==> src/rtl/seg_guard_pkg.sv <==
package seg_guard_pkg;
  typedef enum logic [1:0] {
    ACC_RD     = 2'b00,
    ACC_WR     = 2'b01,
    ACC_EX     = 2'b10,
    ACC_RD_ALT = 2'b11
  } acc_kind_e;
endpackage

==> src/rtl/seg_mode_gate.sv <==
module seg_mode_gate (
  input  logic prot_en,
  input  logic long_act,
  input  logic cs_long,
  output logic chk_on
);
  logic full_long;

  // 64-bit operation needs both the mode bit and a 64-bit code segment
  assign full_long = long_act & cs_long;
  assign chk_on    = prot_en & ~full_long;
endmodule

==> src/rtl/seg_perm_check.sv <==
module seg_perm_check
  import seg_guard_pkg::*;
(
  input  logic [1:0] acc_kind,
  input  logic       rd_ok,
  input  logic       wr_ok,
  output logic       wr_deny,
  output logic       rd_deny,
  output logic       perm_fault
);
  acc_kind_e kind;

  always_comb begin
    kind    = acc_kind_e'(acc_kind);
    wr_deny = 1'b0;
    rd_deny = 1'b0;
    unique case (kind)
      ACC_WR:             wr_deny = ~wr_ok;
      ACC_EX:             ; // fetches are not subject to the readable flag
      ACC_RD, ACC_RD_ALT: rd_deny = ~rd_ok;
      default:            ;
    endcase
  end

  assign perm_fault = wr_deny | rd_deny;
endmodule

==> src/rtl/seg_bound_check.sv <==
module seg_bound_check #(
  parameter int ADDR_W = 32,
  parameter int SIZE_W = 4
) (
  input  logic [ADDR_W-1:0] offset,
  input  logic [SIZE_W-1:0] size,
  input  logic [ADDR_W-1:0] base,
  input  logic [ADDR_W-1:0] limit,
  input  logic              grows_down,
  output logic [ADDR_W:0]   acc_end,
  output logic              wrapped,
  output logic              bound_fault
);
  localparam int EW = ADDR_W + 1;

  // one extra bit keeps the carry of offset + size visible
  function automatic logic [EW-1:0] span_end(input logic [ADDR_W-1:0] off,
                                             input logic [SIZE_W-1:0] sz);
    return EW'(off) + EW'(sz);
  endfunction

  // ordinary segment: the valid region runs from base up to limit
  function automatic logic up_fault(input logic [ADDR_W-1:0] off,
                                    input logic [EW-1:0]     e,
                                    input logic [ADDR_W-1:0] b,
                                    input logic [ADDR_W-1:0] l,
                                    input logic              w);
    logic over;
    over = EW'(l) < e;
    return w ? (over && (off < b)) : over;
  endfunction

  // grows-downward segment: the valid region lies above the limit
  function automatic logic down_fault(input logic [ADDR_W-1:0] off,
                                      input logic [EW-1:0]     e,
                                      input logic [ADDR_W-1:0] b,
                                      input logic [ADDR_W-1:0] l,
                                      input logic              w);
    logic low_hit;
    logic high_hit;
    low_hit  = off <= l;
    high_hit = e >= EW'(b);
    return w ? (low_hit || high_hit) : (low_hit && high_hit);
  endfunction

  logic f_up;
  logic f_down;

  assign acc_end = span_end(offset, size);
  assign wrapped = limit < base;
  assign f_up    = up_fault(offset, acc_end, base, limit, wrapped);
  assign f_down  = down_fault(offset, acc_end, base, limit, wrapped);

  assign bound_fault = grows_down ? f_down : f_up;
endmodule

==> src/rtl/seg_guard_top.sv <==
module seg_guard_top
  import seg_guard_pkg::*;
#(
  parameter int ADDR_W = 32,
  parameter int SIZE_W = 4
) (
  input  logic              clk,
  input  logic              rst_n,
  input  logic              req_valid,
  input  logic [1:0]        acc_kind,
  input  logic [ADDR_W-1:0] acc_offset,
  input  logic [SIZE_W-1:0] acc_size,
  input  logic              seg_rd_ok,
  input  logic              seg_wr_ok,
  input  logic              seg_grows_down,
  input  logic [ADDR_W-1:0] seg_base,
  input  logic [ADDR_W-1:0] seg_limit,
  input  logic              prot_en,
  input  logic              long_act,
  input  logic              cs_long,
  output logic              rsp_valid,
  output logic              gp_fault,
  output logic [ADDR_W-1:0] rsp_addr
);
  logic            chk_on;
  logic            wr_deny;
  logic            rd_deny;
  logic            perm_fault;
  logic [ADDR_W:0] acc_end;
  logic            wrapped;
  logic            bound_fault;
  logic            fault_now;

  seg_mode_gate u_mode (
    .prot_en  (prot_en),
    .long_act (long_act),
    .cs_long  (cs_long),
    .chk_on   (chk_on)
  );

  seg_perm_check u_perm (
    .acc_kind   (acc_kind),
    .rd_ok      (seg_rd_ok),
    .wr_ok      (seg_wr_ok),
    .wr_deny    (wr_deny),
    .rd_deny    (rd_deny),
    .perm_fault (perm_fault)
  );

  seg_bound_check #(
    .ADDR_W (ADDR_W),
    .SIZE_W (SIZE_W)
  ) u_bound (
    .offset      (acc_offset),
    .size        (acc_size),
    .base        (seg_base),
    .limit       (seg_limit),
    .grows_down  (seg_grows_down),
    .acc_end     (acc_end),
    .wrapped     (wrapped),
    .bound_fault (bound_fault)
  );

  assign fault_now = chk_on & (perm_fault | bound_fault);

  always_ff @(posedge clk) begin
    if (!rst_n) begin
      rsp_valid <= 1'b0;
      gp_fault  <= 1'b0;
      rsp_addr  <= '0;
    end else begin
      rsp_valid <= req_valid;
      gp_fault  <= req_valid & fault_now;
      rsp_addr  <= (req_valid && !fault_now) ? acc_offset : '0;
    end
  end

  // ---------------- assertions ----------------
  assert_latency_R1: assert property (@(posedge clk) disable iff (!rst_n)
    req_valid |=> rsp_valid);
  assert_idle_R1: assert property (@(posedge clk) disable iff (!rst_n)
    !req_valid |=> !rsp_valid);
  assert_bypass_R2: assert property (@(posedge clk) disable iff (!rst_n)
    (req_valid && !prot_en) |=> !gp_fault);
  assert_long_bypass_R2: assert property (@(posedge clk) disable iff (!rst_n)
    (req_valid && long_act && cs_long) |=> !gp_fault);
  assert_wr_deny_R3: assert property (@(posedge clk) disable iff (!rst_n)
    (req_valid && chk_on && acc_kind == ACC_WR && !seg_wr_ok) |=> gp_fault);
  assert_rd_deny_R4: assert property (@(posedge clk) disable iff (!rst_n)
    (req_valid && chk_on && acc_kind == ACC_RD && !seg_rd_ok) |=> gp_fault);
  assert_exec_free_R4: assert property (@(posedge clk) disable iff (!rst_n)
    (req_valid && acc_kind == ACC_EX && !bound_fault) |=> !gp_fault);
  assert_inside_R5: assert property (@(posedge clk) disable iff (!rst_n)
    (req_valid && !perm_fault && !seg_grows_down && !wrapped &&
     acc_end <= {1'b0, seg_limit}) |=> !gp_fault);
  assert_no_wrap_R9: assert property (@(posedge clk) disable iff (!rst_n)
    req_valid |-> acc_end >= {1'b0, acc_offset});
  assert_fault_addr_R10: assert property (@(posedge clk) disable iff (!rst_n)
    gp_fault |-> rsp_addr == '0);
  assert_fault_valid_R11: assert property (@(posedge clk) disable iff (!rst_n)
    gp_fault |-> rsp_valid);
endmodule

==> config.mk <==
export PLATFORM = sky130hd
export DESIGN_NAME = seg_guard_top
export DESIGN_NICKNAME = d
export VERILOG_FILES = /design/src/rtl/seg_guard_pkg.sv /design/src/rtl/seg_mode_gate.sv /design/src/rtl/seg_perm_check.sv /design/src/rtl/seg_bound_check.sv /design/src/rtl/seg_guard_top.sv
export SDC_FILE = /design/constraint.sdc
export NUM_CORES = 1
export LEC_CHECK = 0
export CAP_MARGIN = 15
export CORE_MARGIN = 1.5
export CORE_UTILIZATION = 30
export CTS_CLUSTER_DIAMETER = 30
export DETAILED_ROUTE_END_ITERATION = 6
export RECOVER_POWER = 100
export SYNTH_ARGS = -nofsm -noshare
export SYNTH_HDL_FRONTEND = slang
export SYNTH_HIERARCHICAL = 1
export SYNTH_SLANG_ARGS = --single-unit
==> constraint.sdc <==
create_clock -name clk -period 10.8 [get_ports clk]
set_clock_uncertainty 0.05 [all_clocks]
set_input_delay 1.08 -clock clk [delete_from_list [all_inputs] [get_ports clk]]
set_output_delay 1.08 -clock clk [all_outputs]
set_load 0.01 [all_outputs]
==> Yosys cells after proc, flatten, opt, wreduce, memory -nomap -nowiden <==
Cells that the tools add are included.
{ "op_classes": {"n_addsub": 1, "n_lt_le_gt_ge": 5, "n_eq_ne": 2, "n_mux": 5, "n_bitwise": 9, "reduce_logical": 8} }
{ "ops": {"columns": ["operator", "n"], "rows": [
  ["less-than comparator 32 bit", 2],
  ["adder 32 x 4 -> 33 bit", 1],
  ["greater-or-equal comparator 33 x 32 -> 1 bit", 1],
  ["less-than comparator 32 x 33 -> 1 bit", 1],
  ["less-or-equal comparator 32 bit", 1],
  ["2-to-1 mux 1 bit", 5],
  ["AND 1 bit", 4],
  ["logical AND 1 bit", 3],
  ["inverter 1 bit", 3],
  ["== test 2 x 1 -> 1 bit (second input constant)", 1],
  ["== test 2 bit (second input constant)", 1],
  ["logical NOT 2 bit", 1],
  ["bitwise OR 1 bit", 2],
  ["AND reduction 2 bit", 1],
  ["OR reduction 2 bit", 1],
  ["logical NOT 1 bit", 1],
  ["logical OR 1 bit", 1]
]} }
{ "totals": {"regBits": 34, "input_bits": 111, "output_inout_bits": 34, "word_cells": 33} }

==> Logic depth before layout (Yosys ltp) <==
Gate-level depths: netlist of run 1.
{ "logic_depth": {"ltp_word": 10, "mapped_depth": 23, "depth_no_buf": 22} }

==> Cells and area by module <==
The synthesis of run 1 kept the hierarchy.
{ "by_module_without_submodules": {"columns": ["module", "instances", "cells_each", "area_each_um2", "seq_area_each_um2"], "rows": [
  ["seg_bound_check", 1, 567, 4396.7, 0.0],
  ["seg_guard_top", 1, 75, 965.9, 680.7],
  ["seg_perm_check", 1, 5, 35.0, 0.0],
  ["seg_mode_gate", 1, 1, 11.3, 0.0]
]} }

==> Worst setup path after synthesis of run 1 <==
Ideal clock, no wire load.
{ "synth_timing": {"path_kind": "in2reg", "start": "input acc_offset[0]", "end": "register gp_fault", "setup_time_ps": 116, "t_arrival_ps": 4812, "required_time_ps": 10634, "path_slack_ps": 5822, "cell_stages": 19, "n_path_buf": 0, "path_cell_list": "ha_1 -> fa_1 -> a21o_2 -> o21a_4 -> and4_4 -> nand4_4 -> nor2_1 -> xor2_1 -> ha_1 -> a21o_1 -> a21o_1 -> a21oi_1 -> a21oi_1 -> a2111oi_0 -> o21ai_0 -> maj3_2 -> a22o_1 -> o21ai_4 -> and2b_2"} }
{ "synth_via": {"elab_chain_cells": 8, "elab_cells_between_ends": 14, "classes_between": "add/sub (1); order compare (4); mux (3); bitwise (3); reduce/logical (3)"} }
{ "synth_rtl": {"columns": ["item", "line", "rtl"], "rows": [
  ["start, declared", "seg_guard_top.sv:11", "input logic [ADDR_W-1:0] acc_offset,"],
  ["adder 32 x 4 -> 33 bit *", "seg_bound_check.sv:19", "return EW'(off) + EW'(sz);"],
  ["named net acc_end[26]", "seg_guard_top.sv:29", "logic [ADDR_W:0] acc_end;"],
  ["less-than comparator 32 x 33 -> 1 bit or greater-or-equal comparator 33 x 32 -> 1 bit (tied branches)", "seg_bound_check.sv:29, seg_bound_check.sv:42", null],
  ["logical AND 1 bit, or another cell as far along", "seg_bound_check.sv:30", "return w ? (over && (off < b)) : over;"],
  ["2-to-1 mux 1 bit, on equally long branches", "seg_bound_check.sv:30, seg_bound_check.sv:43", null],
  ["2-to-1 mux 1 bit *", "seg_bound_check.sv:54", "assign bound_fault = grows_down ? f_down : f_up;"],
  ["named net bound_fault", "seg_guard_top.sv:31", "logic bound_fault;"],
  ["bitwise OR 1 bit *", "seg_guard_top.sv:64", "assign fault_now = chk_on & (perm_fault | bound_fault);"],
  ["AND 1 bit *", "seg_guard_top.sv:64", null],
  ["AND 1 bit *", "seg_guard_top.sv:73", "gp_fault <= req_valid & fault_now;"],
  ["end signal, assigned", "seg_guard_top.sv:73", null],
  ["end, declared", "seg_guard_top.sv:22", "output logic gp_fault,"]
]} }
Mark *: on every way through the listed nets, which the timed path passes. The rest lies on a longest branch.
A chain may end at the register's enable or synchronous reset.

==> Final worst setup path of run 1 <==
{ "layout_timing": {"start": "input acc_offset[1]", "end": "register rsp_addr[25]"} }
{ "layout_via": {"elab_chain_cells": 10, "elab_cells_between_ends": 16, "classes_between": "add/sub (1); order compare (4); mux (3); bitwise (2); reduce/logical (6)"} }
{ "layout_rtl": {"columns": ["item", "line", "rtl"], "rows": [
  ["adder 32 x 4 -> 33 bit *", "seg_bound_check.sv:19", null],
  ["named net acc_end[11]", "seg_guard_top.sv:29", null],
  ["less-than comparator 32 x 33 -> 1 bit or greater-or-equal comparator 33 x 32 -> 1 bit (tied branches)", "seg_bound_check.sv:29, seg_bound_check.sv:42", null],
  ["logical AND 1 bit, or another cell as far along", "seg_bound_check.sv:30", null],
  ["2-to-1 mux 1 bit, on equally long branches", "seg_bound_check.sv:30, seg_bound_check.sv:43", null],
  ["2-to-1 mux 1 bit *", "seg_bound_check.sv:54", null],
  ["named net bound_fault", "seg_guard_top.sv:31", null],
  ["bitwise OR 1 bit *", "seg_guard_top.sv:64", null],
  ["AND 1 bit *", "seg_guard_top.sv:64", null],
  ["logical NOT 1 bit *", "seg_guard_top.sv:74", "rsp_addr <= (req_valid && !fault_now) ? acc_offset : '0;"],
  ["logical AND 1 bit *", "seg_guard_top.sv:74", null],
  ["AND reduction 2 bit (no source line) *", null, null],
  ["end signal, assigned", "seg_guard_top.sv:74", null],
  ["end, declared", "seg_guard_top.sv:23", "output logic [ADDR_W-1:0] rsp_addr"]
]} }
Marks and branches as above.

==> results.ini, run 1 <==
[run_status]
outcome=complete, but fails checks
violations=capacitance limit, slew limit

[global_routing]
grt_max_degree=35
grtUsageTotal_pct=17.6
grt_overflow=0
grt_pass1_vias=5053
antenna_found_initial=0
grt_pass1_wl_microns=26000

[cts]
numCtsBuffers=5
cts_hold_buf=0
cts_resized=0
clock-sinks=34
clk_path_buf_depth=2
path_clk_slew_ps=50
ctsRootBufferMaster=clkbuf_16
h-tree-depth=2
postCtsSetupBuffers=0
cts_tree=built

[logic_synthesis]
ys_warn_count=6
async_flop_share_pct=0
syn_nets=920
syn_inst=648
ys_seq_area_share_pct=12.6
syn_area_per_cell_sq_um=8.35
synth_area_sq_mm=0.00541
synth_top_flop_cell=dfxtp_1
synth_edf_count=0
synth-seq-cells=34
synth.distinct_cells=60

[floorplanning]
rows=48
start_util_pct=30.9
die-width_microns=137
die_area_sq_mm=0.0188
ios=145
core_sq_mm=0.0175
die_h_microns=137

[setup_path]
arrival_ps=8220
cp_top_family=compound AO/OA/AOI/OAI gates
cp_slowest_cell=o21ai_0
worstSetupStartpointType=primary input
crit_type=primary input to register
cp-end-kind=register
critPathBufInv=1
crit_path_frequent_cell=o21ai_0
path_max_fanout=33
crit_required_ps=10960
max_stage_delay_ps=2300
cp_cell_sequence=clkdlybuf4s50_1 -> ha_1 -> a21o_1 -> a21oi_1 -> nor2b_1 -> o21ai_1 -> nor2_1 -> and4_2 -> and3_1 -> xor2_1 -> ha_1 -> o21ai_0 -> nor2_1 -> o21ai_0 -> a21oi_1 -> nor4_1 -> maj3_1 -> o21ai_0 -> maj3_2 -> a22o_1 -> o21ai_0 -> and3_2

[placed_design]
hpwl_microns=14200
place_inst=1011
preCtsSetupSlack_ps=4370
port_buffers=144
place.gp.congestion=0.835

[timing]
fin_ws_ps=2750
min_period_ps=8050
slew_viol_final=69
worstMarginPinSlew_ps=3090
setup_viol_count_final=0
maxSlewHeadroom_pct=-108
hold_viol=0
period_share_pct=74.6
rsz0062_at_grt=false
finalSetupTns_ps=0
fmax_ghz=0.124

[final_layout]
nets=1065
layout_common_cells=ha_1 (160), clkdlybuf4s50_1 (110), inv_1 (97)
stdcell_count=1018
syn_to_final_growth_pct=33.8
drive_gt1_share_pct=3.66
final_common_cell=ha_1
diodes=0

[detailed_routing]
ant_nets=0
avgRoutedWirePerCell_microns=16.1
drc_errors=0
drtIter0Drc=304
dr.pass1.iters=5
viasPerCell=4.99
wirelength_microns=16400
vias=5076

[power_and_ir_drop]
powerDensity_mw_per_mm2=75.0
leakagePower_nw=3.74
vdd_drop_max_mv=0.0531

[min_path]
worstHoldPathType=primary input to register

[flow_run]
maxCapViolCount=2

path summary, 6_finish.rpt:
check,from,end,depth (start not counted)
min,acc_offset[0],rsp_addr[0],2
max,acc_offset[1],rsp_addr[25],22
flip-flops by register name (all words and copies together), names as in the netlist:
signal	flops
rsp_addr	32
rsp_valid	1
gp_fault	1
cell usage after synthesis, types with 2 or more instances:
cell       number  area (sq um)
a2111oi_0       2          17.5
a211o_1         2          17.5
a211oi_1       13          97.6
a21o_1         28           210
a21oi_1        37           185
a221oi_1        3          26.3
a31oi_1         3          18.8
and2_2          2          15.0
and3_1         35           219
and3_2          7          52.6
and4_1          4          35.0
and4_2          2          20.0
buf_6           3          33.8
clkbuf_2        2          10.0
dfxtp_1        34           681
ha_1          160          2000
inv_1          97           364
nand2_1        20          75.1
nand2b_1        5          31.3
nand3_1        11          55.1
nand4_1        26           163
nand4_4         2          42.5
nor2_1         23          86.3
nor2b_1         9          56.3
nor3_1          6          30.0
nor4_1          7          43.8
o211ai_1        7          52.6
o21a_1          3          22.5
o21ai_0        29           145
o21ai_1         2          10.0
o41ai_1         2          17.5
or4_1           2          15.0
xnor2_1        18           158
xor2_1         16           140
where the power goes:
| group | leakage, nW | switching, mW | internal, mW |
|---|---|---|---|
| Sequential | 0.278 | 0.00120 | 0.131 |
| Clock | 0.0829 | 0.0552 | 0.114 |
| Combinational | 3.38 | 0.124 | 0.117 |
| Total | 3.74 | 0.180 | 0.362 |
through the flow:
step	hold WS [ps]	total power, mW	util, %	area [sq um]
2_1_floorplan	1180	0.272	-	5410
3_3_place_gp	1740	0.377	40.5	7080
3_5_place_dp	1730	0.379	40.5	7080
4_1_cts	1430	0.550	41.5	7250
5_1_grt	1450	0.584	41.4	7240
6_report	1440	0.543	41.4	7240
cells by family after synthesis:
kind of cell / count (synthesis) / synth area share (%)
buffers and inverters: 103 / 7.63
XOR/XNOR: 34 / 5.51
adder cells (fa/ha/maj): 163 / 37.8
AND/OR/NAND/NOR: 171 / 19.0
flip-flops: 34 / 12.6
AO/OA/AOI/OAI: 143 / 17.5
routing by layer:
| layer | vias to the layer above | global-route usage, % | wire length [microns] |
|---|---|---|---|
| met5 | - | 0 | 0 |
| met4 | 0 | 3.10 | 133 |
| met3 | 11 | 1.62 | 705 |
| met2 | 117 | 28.6 | 7130 |
| met1 | 2288 | 25.5 | 8440 |
| li1 | 2660 | - | - |
layout make-up:
| cell class | count | area (sq um) |
|---|---|---|
| inverter | 97 | 364 |
| multi-input combinational | 511 | 4300 |
| fill | 1768 | 10200 |
| tap | 225 | 282 |
| sequential | 34 | 681 |
| clock inverter | 1 | 30.0 |
| clock buffer | 6 | 139 |
| timing repair buffer | 144 | 1440 |
Note: power is estimated with default switching activity, not from simulation.
==> inputs of run 2 (changes only) <==
==> constraint.sdc (replaced) <==
create_clock -name clk -period 7 [get_ports clk]
set_clock_uncertainty 0.05 [all_clocks]
set_input_delay 0.7 -clock clk [delete_from_list [all_inputs] [get_ports clk]]
set_output_delay 0.7 -clock clk [all_outputs]
set_load 0.01 [all_outputs]
==> run 2 against run 1 <==
Net effect:
- the flow still finishes with violations (capacitance limit, slew limit)
- first-iteration DRC count is 12% lower
- sequential share of layout area barely moved
- global-route usage is 0.059 points lower
- sequential cell count did not move
- hold slack got worse by 400 ps
- worst setup slack got worse by 1800 ps
- non-clock buffer count unchanged
- critical endpoint is now gp_fault
==> results.ini, run 2 (synthesized netlist as in run 1, its figures left out) <==
[run_status]
outcome=complete, but fails checks  ; unchanged
violations=capacitance limit, slew limit  ; unchanged

[floorplanning]
die-width_microns=137  ; unchanged
rows=48  ; unchanged
core_sq_mm=0.0175  ; unchanged
die_area_sq_mm=0.0188  ; unchanged
ios=145  ; unchanged
start_util_pct=30.9  ; unchanged
die_h_microns=137  ; unchanged

[global_routing]
grt_overflow=0  ; unchanged
grt_max_degree=35  ; unchanged
antenna_found_initial=0  ; unchanged
grt_pass1_wl_microns=26000  ; about the same
grt_pass1_vias=5062  ; was 5053
grtUsageTotal_pct=17.6  ; about the same

[placed_design]
hpwl_microns=14200  ; about the same
port_buffers=144  ; unchanged
placed_cell_area_sq_mm=0.00708  ; unchanged
place.gp.congestion=0.835  ; about the same

[timing]
period_share_pct=86.7
finalSetupTns_ps=0  ; unchanged
worstMarginPinSlew_ps=1680  ; was 3090 ps
maxSlewHeadroom_pct=-12.1  ; was -108%
rsz0062_at_grt=false  ; unchanged
slew_viol_final=35  ; was 69
fmax_ghz=0.165
setup_viol_count_final=0  ; unchanged
min_period_ps=6070
hold_viol=0  ; unchanged

[cts]
cts_resized=0  ; unchanged
ctsRootBufferMaster=clkbuf_16  ; unchanged
clock-sinks=34  ; unchanged
h-tree-depth=2  ; unchanged
cts_tree=built  ; unchanged
path_clk_slew_ps=50  ; about the same
cts_hold_buf=0  ; unchanged
numCtsBuffers=5  ; unchanged
clk_path_buf_depth=2  ; unchanged
postCtsSetupBuffers=0  ; unchanged

[detailed_routing]
drc_errors=0  ; unchanged
wirelength_microns=16300  ; was 16400 microns
dr.pass1.iters=4  ; was 5
ant_nets=0  ; unchanged
viasPerCell=4.99  ; about the same
avgRoutedWirePerCell_microns=16.0  ; was 16.1 microns
drtIter0Drc=269  ; was 304
vias=5078  ; was 5076

[final_layout]
layout_common_cells=ha_1 (160), clkdlybuf4s50_1 (109), inv_1 (97)  ; was ha_1 (160), clkdlybuf4s50_1 (110), inv_1 (97)
largest_registers=rsp_addr: 32 flops, gp_fault: 1 flops, rsp_valid: 1 flops  ; unchanged
drive_gt1_share_pct=3.28  ; was 3.66%
top_register=rsp_addr  ; unchanged
nets=1065  ; unchanged
diodes=0  ; unchanged
largest_register_ffs=32  ; unchanged
final_common_cell=ha_1  ; unchanged
fin_area_sq_mm=0.00721  ; was 0.00724 sq mm
syn_to_final_growth_pct=33.3  ; was 33.8%

[setup_path]
crit_required_ps=7110  ; was 10960 ps
max_stage_delay_ps=630  ; was 2300 ps
path_max_fanout=33  ; unchanged
crit_type=primary input to register  ; unchanged
cp_cell_sequence=dlygate4sd3_1 -> ha_1 -> a21o_1 -> a21oi_1 -> nor2b_1 -> o21ai_0 -> nor2_1 -> and4_2 -> and3_1 -> xor2_1 -> ha_1 -> o21ai_0 -> nor2_1 -> o21ai_0 -> a21oi_1 -> nor4_1 -> maj3_1 -> o21ai_0 -> maj3_1 -> a22o_1 -> o21ai_4 -> and2b_2  ; was clkdlybuf4s50_1 -> ha_1 -> a21o_1 -> a21oi_1 -> nor2b_1 -> o21ai_1 -> nor2_1 -> and4_2 -> and3_1 -> xor2_1 -> ha_1 -> o21ai_0 -> nor2_1 -> o21ai_0 -> a21oi_1 -> nor4_1 -> maj3_1 -> o21ai_0 -> maj3_2 -> a22o_1 -> o21ai_0 -> and3_2
crit_path_frequent_cell=o21ai_0  ; unchanged
cp-end-kind=register  ; unchanged
cp_slowest_cell=dlygate4sd3_1  ; was o21ai_0
worstSetupStartpointType=primary input  ; unchanged
arrival_ps=6180  ; was 8220 ps

[power_and_ir_drop]
leakagePower_nw=3.72  ; was 3.74 nW
vdd_drop_max_mv=0.0736  ; was 0.0531 mV
powerDensity_mw_per_mm2=109  ; was 75.0 mW/mm^2

[min_path]
worstHoldPathType=primary input to register  ; unchanged
min_delay_path_depth=2  ; unchanged

[flow_run]
maxCapViolCount=1  ; was 2

-- run 2: changes by cell type in the layout (fill, tap and decap cells not counted), sizes merged --
cell / before / now
bufinv: 1 / 0
dlygate4sd3: 34 / 35
clkdlybuf4s50: 110 / 109
clkbuf: 6 / 7
-- run 2: layout make-up --
cell class	instances	area (sq um)
Timing Repair Buffer	144	1440
Inverter	97	364
Sequential cell	34	681
Fill cell	1764	10300
Multi-Input combinational cell	511	4310
Tap cell	225	282
Clock buffer	7	133
-- run 2: critical path: cells and delay by family --
family / cells / cell delay [ps]
compound gates: 9 / 1990
simple gates: 7 / 1450
fa+ha+maj: 4 / 1200
buf+inv: 1 / 630
xor+xnor: 1 / 190
-- run 2: metrics by stage --
stage / worst slack (ps) / hold WS (ps) / util, % / std cells / total power, mW
2_1_floorplan: 2400 / 796 / - / 648 / 0.419
3_3_place_gp: 1030 / 1360 / 40.5 / 1011 / 0.581
3_5_place_dp: 892 / 1330 / 40.5 / 1011 / 0.584
4_1_cts: 1180 / 1040 / 41.3 / 1018 / 0.796
5_1_grt: 415 / 1070 / 41.3 / 1018 / 0.848
6_report: 934 / 1040 / 41.3 / 1018 / 0.785
-- run 2: path summary, 6_finish.rpt --
| path | end | slack [ps] | start |
|---|---|---|---|
| worst max-delay path | gp_fault | 930 | acc_offset[1] |
| worst min-delay path | rsp_addr[0] | 1040 | acc_offset[0] |
-- run 2: where the power goes --
part / internal [mW] / switching [mW] / leakage, nW
clock: 0.130 / 0.0784 / 0.0640
combinational: 0.181 / 0.192 / 3.38
sequential: 0.202 / 0.00187 / 0.278
total: 0.513 / 0.272 / 3.72
-- run 2: routing by layer --
| layer | part of all wire, % | wire [microns] | track usage, % | vias up |
|---|---|---|---|---|
| met1 | 49 | 7940 | 25.1 | 2277 |
| met4 | 1.1 | 187 | 3.63 | 0 |
| met2 | 43 | 7060 | 28.3 | 132 |
| li1 | - | - | - | 2656 |
| met5 | 0 | 0 | 0 | - |
| met3 | 6.9 | 1130 | 2.17 | 13 |
==> inputs of run 3 (changes only) <==
--- a/config.mk
+++ b/config.mk
@@ -6,11 +6,14 @@
 export NUM_CORES = 1
 export LEC_CHECK = 0
 export CAP_MARGIN = 15
+export CELL_PAD_IN_SITES_DETAIL_PLACEMENT = 2
+export CELL_PAD_IN_SITES_GLOBAL_PLACEMENT = 2
 export CORE_MARGIN = 1.5
-export CORE_UTILIZATION = 30
+export CORE_UTILIZATION = 26
 export CTS_CLUSTER_DIAMETER = 30
 export DETAILED_ROUTE_END_ITERATION = 6
-export RECOVER_POWER = 100
+export PLACE_DENSITY_LB_ADDON = 0.1
+export RECOVER_POWER = 25
 export SYNTH_ARGS = -nofsm -noshare
 export SYNTH_HDL_FRONTEND = slang
 export SYNTH_HIERARCHICAL = 1
==> run 3 against run 2 <==
Net effect:
- the flow still finishes with violations (capacitance limit, slew limit)
- core utilization down 5.3 points
- power up 7.7%
- clock power up 15%
==> results.ini, run 3 (synthesized netlist as in run 1, its figures left out) <==
[final_layout]
diodes=0  ; unchanged
top_register=rsp_addr  ; unchanged
stdcell_count=1065  ; was 1018
multi_input_area_sq_mm=0.00431  ; about the same
seqCellArea_sq_um=681  ; unchanged
syn_to_final_growth_pct=34.9  ; was 33.3%
nets=1066  ; was 1065
fillers=2361  ; was 1764
drive_gt1_share_pct=4.03  ; was 3.28%
final_common_cell=ha_1  ; unchanged
layout_common_cells=ha_1 (160), clkdlybuf4s50_1 (128), inv_1 (97)  ; was ha_1 (160), clkdlybuf4s50_1 (109), inv_1 (97)
largest_registers=rsp_addr: 32 flops, gp_fault: 1 flops, rsp_valid: 1 flops  ; unchanged
largest_register_ffs=32  ; unchanged

[timing]
rsz0062_at_grt=false  ; unchanged
period_share_pct=86.4  ; was 86.7%
hold_viol=0  ; unchanged
fmax_ghz=0.165  ; about the same
slew_viol_final=35  ; unchanged
min_period_ps=6050  ; was 6070 ps
maxSlewHeadroom_pct=-15.0  ; was -12.1%
finalSetupTns_ps=0  ; unchanged
worstMarginPinSlew_ps=1720  ; was 1680 ps
setup_viol_count_final=0  ; unchanged

[global_routing]
grt_max_degree=35  ; unchanged
grt_pass1_vias=6021  ; was 5062
grt_overflow=0  ; unchanged
grt_pass1_wl_microns=33200  ; was 26000 microns
grtUsageTotal_pct=19.9  ; was 17.6%
antenna_found_initial=0  ; unchanged

[setup_path]
cp_slowest_cell=o21ai_4  ; was dlygate4sd3_1
arrival_ps=6220  ; was 6180 ps
cp_cell_sequence=clkdlybuf4s50_1 -> ha_1 -> a21o_1 -> a21oi_1 -> nor2b_1 -> o21ai_1 -> nor2_1 -> and4_2 -> and4_1 -> nand2_1 -> xnor2_1 -> ha_1 -> a21o_1 -> a21o_1 -> a21oi_1 -> a21oi_1 -> a2111oi_0 -> o21ai_0 -> maj3_2 -> a22o_1 -> o21ai_4 -> buf_4 -> and3_1  ; was dlygate4sd3_1 -> ha_1 -> a21o_1 -> a21oi_1 -> nor2b_1 -> o21ai_0 -> nor2_1 -> and4_2 -> and3_1 -> xor2_1 -> ha_1 -> o21ai_0 -> nor2_1 -> o21ai_0 -> a21oi_1 -> nor4_1 -> maj3_1 -> o21ai_0 -> maj3_1 -> a22o_1 -> o21ai_4 -> and2b_2
crit_required_ps=7170  ; was 7110 ps
cp-end-kind=register  ; unchanged
path_max_fanout=24  ; was 33
max_stage_delay_ps=600  ; was 630 ps
worstSetupStartpointType=primary input  ; unchanged
crit_type=primary input to register  ; unchanged

[floorplanning]
die_h_microns=147  ; was 137 microns
rows=52  ; was 48
ios=145  ; unchanged
die_area_sq_mm=0.0217  ; was 0.0188 sq mm
die-width_microns=147  ; was 137 microns
core_sq_mm=0.0203  ; was 0.0175 sq mm
start_util_pct=26.6  ; was 30.9%

[min_path]
hold_end=rsp_addr[0]  ; unchanged
worstHoldPathType=primary input to register  ; unchanged
min_delay_path_depth=2  ; unchanged
min_from=acc_offset[0]  ; unchanged

[detailed_routing]
wirelength_microns=21700  ; was 16300 microns
vias=5388  ; was 5078
drtIter0Drc=106  ; was 269
dr.pass1.iters=6  ; was 4
avgRoutedWirePerCell_microns=20.4  ; was 16.0 microns
drc_errors=0  ; unchanged
ant_nets=0  ; unchanged
viasPerCell=5.06  ; was 4.99

[cts]
cts_resized=0  ; unchanged
cts_hold_buf=0  ; unchanged
clk_path_buf_depth=2  ; unchanged
ctsRootBufferMaster=clkbuf_16  ; unchanged
numCtsBuffers=5  ; unchanged
path_clk_slew_ps=60  ; was 50 ps
clock-sinks=34  ; unchanged
postCtsSetupBuffers=0  ; unchanged
h-tree-depth=2  ; unchanged
cts_tree=built  ; unchanged

[placed_design]
place_inst=1057  ; was 1011
hpwl_microns=19000  ; was 14200 microns
place.gp.congestion=0.817  ; was 0.835
port_buffers=144  ; unchanged

[flow_run]
maxCapViolCount=1  ; unchanged

[run_status]
outcome=complete, but fails checks  ; unchanged
violations=capacitance limit, slew limit  ; unchanged

[power_and_ir_drop]
vdd_drop_max_mv=0.0706  ; was 0.0736 mV
leakagePower_nw=3.68  ; was 3.72 nW
powerDensity_mw_per_mm2=116  ; was 109 mW/mm^2

==> run 3: cell count changes in the layout (fill, tap and decap cells not counted) <==
cell             change
and4_1               -1
clkinv_2             +1
clkdlybuf4s50_1     +19
o21ai_1              +1
maj3_1               -1
buf_4                +1
clkbuf_8             +1
clkbuf_1             -2
clkinvlp_4           +1
dlygate4sd3_1       -19
o21ai_0              -1
maj3_2               +1
and4_2               +1
==> run 3: worst max-delay path by stage <==
| stage | from | end | slack (ps) | depth (start not counted) |
|---|---|---|---|---|
| finish | acc_offset[1] | rsp_addr[18] | 950 | 23 |
| detailed placement | acc_offset[1] | rsp_addr[18] | 650 | 23 |
| global placement | acc_offset[1] | rsp_addr[25] | 930 | 23 |
| CTS | acc_offset[1] | rsp_addr[18] | 940 | 23 |
| global route | acc_offset[1] | rsp_addr[21] | 470 | 23 |
| floorplan | acc_offset[0] | gp_fault | 2400 | 19 |
==> run 3: cell type report <==
cell class | instances | area share [%]
Clock buffer | 6 | 1.90
Tap cell | 270 | 4.63
Sequential cell | 34 | 9.33
Clock inverter | 2 | 0.171
Multi-Input combinational cell | 511 | 59.1
Timing Repair Buffer | 145 | 19.9
Inverter | 97 | 4.99
==> run 3: metrics by stage <==
| step | hold slack (ps) | total power, mW | util (%) | area [sq um] | setup WS [ps] |
|---|---|---|---|---|---|
| final | 1040 | 0.846 | 35.9 | 7300 | 950 |
| after global routing | 1050 | 0.909 | 35.9 | 7300 | 472 |
| after CTS | 1040 | 0.862 | 36.0 | 7300 | 941 |
| after detailed placement | 1340 | 0.617 | 35.2 | 7150 | 645 |
| after global placement | 1340 | 0.595 | 35.2 | 7150 | 929 |
| after floorplan | 796 | 0.419 | - | 5410 | 2400 |
==> run 3: report_power, final <==
| group | switching [mW] | total [mW] | internal, mW |
|---|---|---|---|
| logic | 0.214 | 0.402 | 0.188 |
| clock network | 0.0980 | 0.239 | 0.141 |
| registers | 0.00275 | 0.205 | 0.202 |
| total | 0.315 | 0.846 | 0.531 |
==> run 3: worst max-delay path, delay by kind of cell <==
kind | cells | cell delay [ps]
AOI/OAI and AO/OA | 11 | 2260
and+or+nand+nor | 6 | 1380
adders and majority gates | 3 | 870
buffers and inverters | 2 | 810
xor gates and xnor gates | 1 | 160
==> run 3: layer usage <==
metal  wire length (microns)  vias to the layer above  track usage [%]
met5                       0                        -                0
met4                     455                        0             5.85
met3                     709                       28             1.89
met2                   11300                      105             37.9
met1                    9240                     2610             23.3
li1                        -                     2645                -
